**src/rtl/potctl_pkg.sv**
```systemverilog
package potctl_pkg;
  localparam int DW      = 6;
  localparam int NUM_REG = 4;
  localparam int BYTE_W  = 8;
  localparam int RSEL_W  = $clog2(NUM_REG);

  localparam logic [3:0] ID_FAMILY = 4'b0101;
  localparam logic [2:0] ID_FIXED  = 3'b110;

  localparam logic [3:0] OP_STATUS = 4'b0101;
  localparam logic [3:0] OP_RD_WCR = 4'b1001;
  localparam logic [3:0] OP_WR_WCR = 4'b1010;
  localparam logic [3:0] OP_RD_DR  = 4'b1011;
  localparam logic [3:0] OP_WR_DR  = 4'b1100;
  localparam logic [3:0] OP_DR2WCR = 4'b1101;
  localparam logic [3:0] OP_WCR2DR = 4'b1110;

  typedef enum logic [2:0] {
    ST_IDLE, ST_ID, ST_INSTR, ST_WDATA, ST_READ, ST_DONE, ST_SKIP
  } cmd_state_t;

  function automatic logic op_known(input logic [3:0] op);
    return (op == OP_STATUS) || (op == OP_RD_WCR) || (op == OP_WR_WCR) ||
           (op == OP_RD_DR)  || (op == OP_WR_DR)  || (op == OP_DR2WCR) ||
           (op == OP_WCR2DR);
  endfunction

  function automatic logic op_modifies(input logic [3:0] op);
    return (op == OP_WR_WCR) || (op == OP_WR_DR) ||
           (op == OP_DR2WCR) || (op == OP_WCR2DR);
  endfunction
endpackage

```
**src/rtl/potctl_sync.sv**
```systemverilog
module potctl_sync #(
  parameter int W = 3,
  parameter int STAGES = 2,
  parameter logic [W-1:0] RST_VAL = '0
) (
  input  logic         clk,
  input  logic         rst_n,
  input  logic [W-1:0] din,
  output logic [W-1:0] dout
);
  logic [W-1:0] stg [STAGES];

  always_ff @(posedge clk) begin
    if (!rst_n) begin
      for (int i = 0; i < STAGES; i++) stg[i] <= RST_VAL;
    end else begin
      stg[0] <= din;
      for (int i = 1; i < STAGES; i++) stg[i] <= stg[i-1];
    end
  end

  assign dout = stg[STAGES-1];
endmodule

```
**src/rtl/potctl_cmd.sv**
```systemverilog
module potctl_cmd
  import potctl_pkg::*;
(
  input  logic              clk,
  input  logic              rst_n,
  input  logic              cs_act,
  input  logic              cs_fall,
  input  logic              cs_rise,
  input  logic              sck_rise,
  input  logic              sck_fall,
  input  logic              sdi,
  input  logic              addr_pin,
  input  logic              wip,
  input  logic [DW-1:0]     wcr_q,
  input  logic [DW-1:0]     dr_rd,
  output logic [RSEL_W-1:0] sel,
  output logic              wcr_we,
  output logic [DW-1:0]     wcr_wd,
  output logic              dr_we,
  output logic [DW-1:0]     dr_wd,
  output logic              save_req,
  output logic              sdo
);
  cmd_state_t        st;
  logic [2:0]        bcnt;
  logic [BYTE_W-1:0] sh, tx;
  logic              hold, wtgt_wcr, pend;
  logic [RSEL_W-1:0] sel_q;

  logic [BYTE_W-1:0] nbyte;
  logic [3:0]        op;
  logic              byte_done, id_ok, reject, inst_go, data_go;

  assign nbyte     = {sh[BYTE_W-2:0], sdi};
  assign op        = nbyte[7:4];
  assign byte_done = cs_act && sck_rise && (bcnt == 3'd7);
  assign id_ok     = (nbyte[7:4] == ID_FAMILY) && (nbyte[3:1] == ID_FIXED) &&
                     (nbyte[0] == addr_pin);
  assign reject    = (nbyte[1:0] != 2'b00) || !op_known(op) ||
                     (op_modifies(op) && wip);
  assign inst_go   = byte_done && (st == ST_INSTR) && !reject;
  assign data_go   = byte_done && (st == ST_WDATA);

  always_comb begin
    sel    = (st == ST_INSTR) ? nbyte[3:2] : sel_q;
    wcr_we = (inst_go && op == OP_DR2WCR) || (data_go && wtgt_wcr);
    wcr_wd = (st == ST_INSTR) ? dr_rd : nbyte[DW-1:0];
    dr_we  = (inst_go && op == OP_WCR2DR) || (data_go && !wtgt_wcr);
    dr_wd  = (st == ST_INSTR) ? wcr_q : nbyte[DW-1:0];
  end

  assign save_req = cs_rise && pend;
  assign sdo      = cs_act && tx[BYTE_W-1];

  always_ff @(posedge clk) begin
    if (!rst_n) begin
      st <= ST_IDLE; bcnt <= '0; sh <= '0; tx <= '0;
      hold <= 1'b0; wtgt_wcr <= 1'b0; pend <= 1'b0; sel_q <= '0;
    end else if (cs_fall) begin
      st <= ST_ID; bcnt <= '0; tx <= '0; hold <= 1'b0; pend <= 1'b0;
    end else if (cs_rise) begin
      st <= ST_IDLE; tx <= '0; pend <= 1'b0;
    end else if (cs_act) begin
      if (sck_fall) begin
        if (hold) hold <= 1'b0;
        else      tx <= {tx[BYTE_W-2:0], 1'b0};
      end
      if (sck_rise) begin
        sh   <= nbyte;
        bcnt <= bcnt + 3'd1;
        if (bcnt == 3'd7) begin
          case (st)
            ST_ID: st <= id_ok ? ST_INSTR : ST_SKIP;
            ST_INSTR: begin
              sel_q <= nbyte[3:2];
              if (reject) st <= ST_SKIP;
              else begin
                case (op)
                  OP_RD_WCR: begin tx <= {2'b00, wcr_q}; hold <= 1'b1; st <= ST_READ; end
                  OP_RD_DR:  begin tx <= {2'b00, dr_rd}; hold <= 1'b1; st <= ST_READ; end
                  OP_STATUS: begin tx <= {7'd0, wip};    hold <= 1'b1; st <= ST_READ; end
                  OP_WR_WCR: begin wtgt_wcr <= 1'b1; st <= ST_WDATA; end
                  OP_WR_DR:  begin wtgt_wcr <= 1'b0; st <= ST_WDATA; end
                  OP_WCR2DR: begin pend <= 1'b1; st <= ST_DONE; end
                  OP_DR2WCR: st <= ST_DONE;
                  default:   st <= ST_SKIP;
                endcase
              end
            end
            ST_WDATA: begin
              if (!wtgt_wcr) pend <= 1'b1;
              st <= ST_DONE;
            end
            ST_READ: st <= ST_DONE;
            default: ;
          endcase
        end
      end
    end
  end
endmodule

```
**src/rtl/potctl_regs.sv**
```systemverilog
module potctl_regs
  import potctl_pkg::*;
(
  input  logic                  clk,
  input  logic                  rst_n,
  input  logic [NUM_REG*DW-1:0] nv_flat,
  input  logic [RSEL_W-1:0]     sel,
  input  logic                  wcr_we,
  input  logic [DW-1:0]         wcr_wd,
  input  logic                  dr_we,
  input  logic [DW-1:0]         dr_wd,
  output logic [DW-1:0]         wcr_q,
  output logic [DW-1:0]         dr_rd,
  output logic [NUM_REG*DW-1:0] dr_flat
);
  logic [DW-1:0] dr_q [NUM_REG];

  always_ff @(posedge clk) begin
    if (!rst_n)      wcr_q <= nv_flat[DW-1:0];
    else if (wcr_we) wcr_q <= wcr_wd;
  end

  for (genvar g = 0; g < NUM_REG; g++) begin : g_dr
    always_ff @(posedge clk) begin
      if (!rst_n)                            dr_q[g] <= nv_flat[g*DW +: DW];
      else if (dr_we && sel == RSEL_W'(g))   dr_q[g] <= dr_wd;
    end
    assign dr_flat[g*DW +: DW] = dr_q[g];
  end

  assign dr_rd = dr_q[sel];
endmodule

```
**src/rtl/potctl_nvstore.sv**
```systemverilog
module potctl_nvstore
  import potctl_pkg::*;
#(
  parameter int SAVE_CYCLES = 16,
  parameter logic [NUM_REG*DW-1:0] NV_INIT = '0
) (
  input  logic                  clk,
  input  logic                  rst_n,
  input  logic                  save_req,
  input  logic [NUM_REG*DW-1:0] dr_flat,
  output logic [NUM_REG*DW-1:0] nv_flat,
  output logic                  wip
);
  localparam int CW = $clog2(SAVE_CYCLES + 1);

  logic [NUM_REG*DW-1:0] nv_q = NV_INIT;
  logic [CW-1:0]         cnt;

  always_ff @(posedge clk) begin
    if (save_req) nv_q <= dr_flat;
  end

  always_ff @(posedge clk) begin
    if (!rst_n)          cnt <= '0;
    else if (save_req)   cnt <= CW'(SAVE_CYCLES);
    else if (cnt != '0)  cnt <= cnt - CW'(1);
  end

  assign nv_flat = nv_q;
  assign wip     = (cnt != '0);
endmodule

```
**src/rtl/potctl_front.sv**
```systemverilog
module potctl_front
  import potctl_pkg::*;
#(
  parameter int SAVE_CYCLES = 16,
  parameter logic [NUM_REG*DW-1:0] NV_INIT = '0
) (
  input  logic          clk,
  input  logic          rst_n,
  input  logic          cs_n,
  input  logic          sclk,
  input  logic          mosi,
  input  logic          addr_pin,
  output logic          miso,
  output logic          miso_oe,
  output logic [DW-1:0] tap_sel,
  output logic          wip
);
  logic [2:0] sy;
  logic [1:0] prev_q;
  logic cs_act, cs_fall, cs_rise, sck_rise, sck_fall;
  logic [RSEL_W-1:0] sel;
  logic wcr_we, dr_we, save_req, sdo;
  logic [DW-1:0] wcr_wd, dr_wd, wcr_q, dr_rd;
  logic [NUM_REG*DW-1:0] dr_flat, nv_flat;

  potctl_sync #(.W(3), .STAGES(2), .RST_VAL(3'b001)) u_sync (
    .clk(clk), .rst_n(rst_n), .din({mosi, sclk, cs_n}), .dout(sy)
  );

  always_ff @(posedge clk) begin
    if (!rst_n) prev_q <= 2'b01;
    else        prev_q <= sy[1:0];
  end

  assign cs_act   = !sy[0];
  assign cs_fall  = !sy[0] &&  prev_q[0];
  assign cs_rise  =  sy[0] && !prev_q[0];
  assign sck_rise =  sy[1] && !prev_q[1];
  assign sck_fall = !sy[1] &&  prev_q[1];

  potctl_cmd u_cmd (
    .clk(clk), .rst_n(rst_n), .cs_act(cs_act), .cs_fall(cs_fall),
    .cs_rise(cs_rise), .sck_rise(sck_rise), .sck_fall(sck_fall),
    .sdi(sy[2]), .addr_pin(addr_pin), .wip(wip), .wcr_q(wcr_q),
    .dr_rd(dr_rd), .sel(sel), .wcr_we(wcr_we), .wcr_wd(wcr_wd),
    .dr_we(dr_we), .dr_wd(dr_wd), .save_req(save_req), .sdo(sdo)
  );

  potctl_regs u_regs (
    .clk(clk), .rst_n(rst_n), .nv_flat(nv_flat), .sel(sel),
    .wcr_we(wcr_we), .wcr_wd(wcr_wd), .dr_we(dr_we), .dr_wd(dr_wd),
    .wcr_q(wcr_q), .dr_rd(dr_rd), .dr_flat(dr_flat)
  );

  potctl_nvstore #(.SAVE_CYCLES(SAVE_CYCLES), .NV_INIT(NV_INIT)) u_nv (
    .clk(clk), .rst_n(rst_n), .save_req(save_req), .dr_flat(dr_flat),
    .nv_flat(nv_flat), .wip(wip)
  );

  assign miso    = sdo;
  assign miso_oe = cs_act;
  assign tap_sel = wcr_q;
endmodule

```
**config.mk**
```make
export PLATFORM = sky130hd
export DESIGN_NAME = potctl_front
export DESIGN_NICKNAME = d
export VERILOG_FILES = /design/src/rtl/potctl_pkg.sv /design/src/rtl/potctl_sync.sv /design/src/rtl/potctl_cmd.sv /design/src/rtl/potctl_regs.sv /design/src/rtl/potctl_nvstore.sv /design/src/rtl/potctl_front.sv
export SDC_FILE = /design/constraint.sdc
export NUM_CORES = 1
export LEC_CHECK = 0
export CORE_ASPECT_RATIO = 0.6
export CORE_MARGIN = 5
export CORE_UTILIZATION = 66
export CTS_BUF_LIST = sky130_fd_sc_hd__clkbuf_16
export DETAILED_ROUTE_END_ITERATION = 8
export PLACE_DENSITY = 0.95
export SYNTH_ARGS = -nofsm -noshare
export SYNTH_HDL_FRONTEND = slang
export SYNTH_HIERARCHICAL = 1
export SYNTH_SLANG_ARGS = --single-unit
```
**constraint.sdc**
```tcl
create_clock -name clk -period 4.8 [get_ports clk]
set_input_delay 0.96 -clock clk [delete_from_list [all_inputs] [get_ports clk]]
set_output_delay 0.96 -clock clk [all_outputs]
set_load 0.1 [all_outputs]
```
==> results_dict.tcl <==
set metrics [dict create \
    min_path_type "reg -> reg" \
    synth_top_area_share_pct 36.3 \
    ys_seq_elements 93 \
    worst_slew_pin_slew_ps 1110 \
    rsz0062_at_grt "no" \
    place_congestion 0.996 \
    fp.dieW_um 116 \
    grt-ovfl-total 0 \
    post-synth-top-count-cell "nand2_1" \
    slowest_delay_ps 1010 \
    worstPathCellList "inv_1 -> ha_1 -> or4b_4 -> clkdlybuf4s50_1" \
    slew_viol_final 0 \
    drv_cap 0 \
    fin_crit_sh_pct 72.3 \
    num_vias 3095 \
    ctsResizeCount 0 \
    yosysSeqAreaShare_pct 53.7 \
    netlist_area_um2 4470 \
    power_density_nw_per_um2 391 \
    syn_area_per_cell_um2 11.4 \
    cp_slowest_cell "clkdlybuf4s50_1" \
    detailed_place_hpwl_um 6680 \
    fmax_ghz 0.288 \
    grt_use_total_pct 24.4 \
    yosys-top-cells-count "nand2_1 (65), edfxtp_1 (54), dfxtp_1 (39)" \
    tns_ps 0 \
    grt_first_pass_wirelength_um 15500 \
    yosys.area.top_type "edfxtp_1" \
    final_cell_area_um2 4950 \
    r2r-start "u_cmd/st[1]" \
    power_w 0.00193 \
    wl_um 9710 \
    numCtsBuffers 9 \
    multi_input_area_um2 1890 \
    postRouteAntennaNets 0 \
    fillers 457 \
    cts.sinks 93 \
    dp_cells 474 \
    use_met2_pct 35.8 \
    wl_per_cell_um 19.8 \
    hold_viol 0 \
    synth_edf_count 54 \
    reg2reg_depth 9 \
    relSlewSlack_pct 25.6 \
    cts_max_path_buffers 2 \
    nets 407 \
    holdCritStartpoint "u_sync/stg[0][0]" \
    ir_worst_vdd_mv 0.419 \
    antenna_cells 0 \
    io-pin-count 15 \
    skew_ps 6.48 \
    clk_root_buffer_cell "clkbuf_16" \
    numPortBuffers 14 \
    dieArea_um2 8580 \
    ys.flop_type "edfxtp_1" \
    antenna_found_initial 0 \
    yosysWarnings 6 \
    path_buf_inv 2 \
    synth_fp_nets 401 \
    vias_per_cell 6.32 \
    synthTopCellsByArea "edfxtp_1 (36%), dfxtp_1 (17%), mux2_2 (7.6%)" \
    layoutNonFillerInstCount 490 \
    post-cts-setup-buffer-count 0 \
    critPathCaptureType "primary output" \
    use_met3_pct 7.08 \
    hold_buffers 0 \
    status "completed" \
    drive_above_1_share_pct 15.4 \
    crit_family "buffers and inverters" \
    die_y_um 73.8 \
    design.core.area_um2 6620 \
    busiest_layer "met2" \
    min_to "u_sync/stg[0][3]" \
    tritoncts "built" \
    timing.rr.end "u_cmd/tx[2]" \
    clk_pin_slew_ps 60 \
    start_util_pct 67.6 \
    first_pass_iters 4 \
    critPathKind "reg -> out" \
    ys_types 50 \
    grt_util_met1_pct 35.5 \
    worst-endpoint-required_ps 3840 \
    drc 0 \
    crit_arrival_ps 2510 \
    finalCriticalPeriod_ps 3470 \
    area_growth_pct 10.6 \
    async_flop_share_pct 0 \
    grt_max_degree 22 \
    power_leakage_nw 1.82 \
    seq_area_um2 2400 \
    r2r_slack_ps 1590 \
    place_area_um2 4610 \
    clk_latency_ps 340 \
    rows 23 \
    crit_fanout 10 \
    drt_iter0_markers 365 \
    start_kind "register" \
    syn_inst 392 \
    setup_viol 0 \
    htreeDepth 3 \
    grt_pass1_vias 2932 \
    holdPathStages 1 \
]
-- logic make-up after synthesis --
family | after synthesis | synth area share [%]
adders and majority gates | 3 | 0.839
and+or+nand+nor | 158 | 18.0
muxes | 49 | 14.0
xor gates and xnor gates | 7 | 1.37
buffers and inverters | 31 | 3.97
AOI/OAI and AO/OA | 51 | 8.08
DFF | 93 | 53.7
-- report_power, final --
group	switching, W	internal (W)	total (W)
registers	0.0000244	0.000868	0.000892
logic	0.000160	0.0000831	0.000243
clock network	0.000291	0.000506	0.000798
-- state kept, by name, indices dropped and copies added, names as in the netlist --
signal          flops
prev_q              2
u_regs/dr_q        24
u_cmd/sh            7
u_cmd/bcnt          3
u_cmd/wtgt_wcr      1
u_sync/stg          6
u_cmd/pend          1
u_regs/wcr_q        6
u_cmd/sel_q         2
u_nv/cnt            5
u_cmd/tx            8
u_cmd/hold          1
u_cmd/st            3
u_nv/nv_flat       24
-- worst max-delay path by stage --
stage | depth (start not counted) | to | from
after CTS | 4 | wip | u_nv/cnt[0]
after floorplan | 4 | miso | u_sync/stg[0][3]
final | 4 | wip | u_nv/cnt[0]
after global placement | 6 | u_cmd/tx[1] | rst_n
after global routing | 4 | wip | u_nv/cnt[0]
after detailed placement | 6 | u_cmd/tx[4] | rst_n
-- metrics by stage --
step | setup WS, ps | util [%] | hold slack (ps)
final | 1330 | 74.8 | 405
after floorplan | 1750 | - | 386
after CTS | 1320 | 74.8 | 405
after global placement | 1540 | 69.6 | 391
after global routing | 1250 | 74.8 | 436
after detailed placement | 1520 | 69.6 | 391
-- metal layers --
layer	vias up	share of wire (%)	wire length, um
met2	138	43	4220
li1	1417	-	-
met1	1528	47	4550
met3	12	8.9	867
met5	-	0	0
met4	0	0.88	85
-- layout make-up --
| cell class | instances | share of cell area, % |
|---|---|---|
| Clock buffer | 9 | 4.55 |
| Timing Repair Buffer | 19 | 3.59 |
| Tap cell | 87 | 2.20 |
| Sequential cell | 93 | 48.5 |
| Clock inverter | 7 | 2.33 |
| Inverter | 7 | 0.531 |
| Multi-Input combinational cell | 268 | 38.3 |
-- layout by cell type (no fill, tap or decap), types with 2 or more instances in the layout --
cell | Yosys | routed
nand2b_1 | 13 | 13
buf_4 | 4 | 5
xor2_1 | 3 | 3
mux4_1 | 6 | 6
clkbuf_16 | 0 | 9
inv_1 | 7 | 8
a221o_1 | 5 | 5
nand2_1 | 65 | 65
o21ai_0 | 12 | 12
dfxtp_1 | 39 | 39
o21a_1 | 3 | 3
ha_1 | 3 | 3
bufinv_16 | 0 | 3
nor2b_1 | 12 | 12
o21bai_1 | 2 | 2
xnor2_1 | 4 | 4
or2_2 | 2 | 2
edfxtp_1 | 54 | 54
nor4_1 | 2 | 2
o22ai_1 | 2 | 2
a311oi_1 | 2 | 2
nor2_1 | 22 | 22
clkdlybuf4s50_1 | 0 | 14
mux2_2 | 30 | 30
mux2i_1 | 13 | 13
a21boi_0 | 8 | 8
nand3_1 | 4 | 4
nand4b_2 | 2 | 2
nor3_1 | 9 | 9
and2_1 | 9 | 9
nand4_1 | 7 | 7
a21oi_1 | 12 | 12
(Power assumes the default switching activity.)
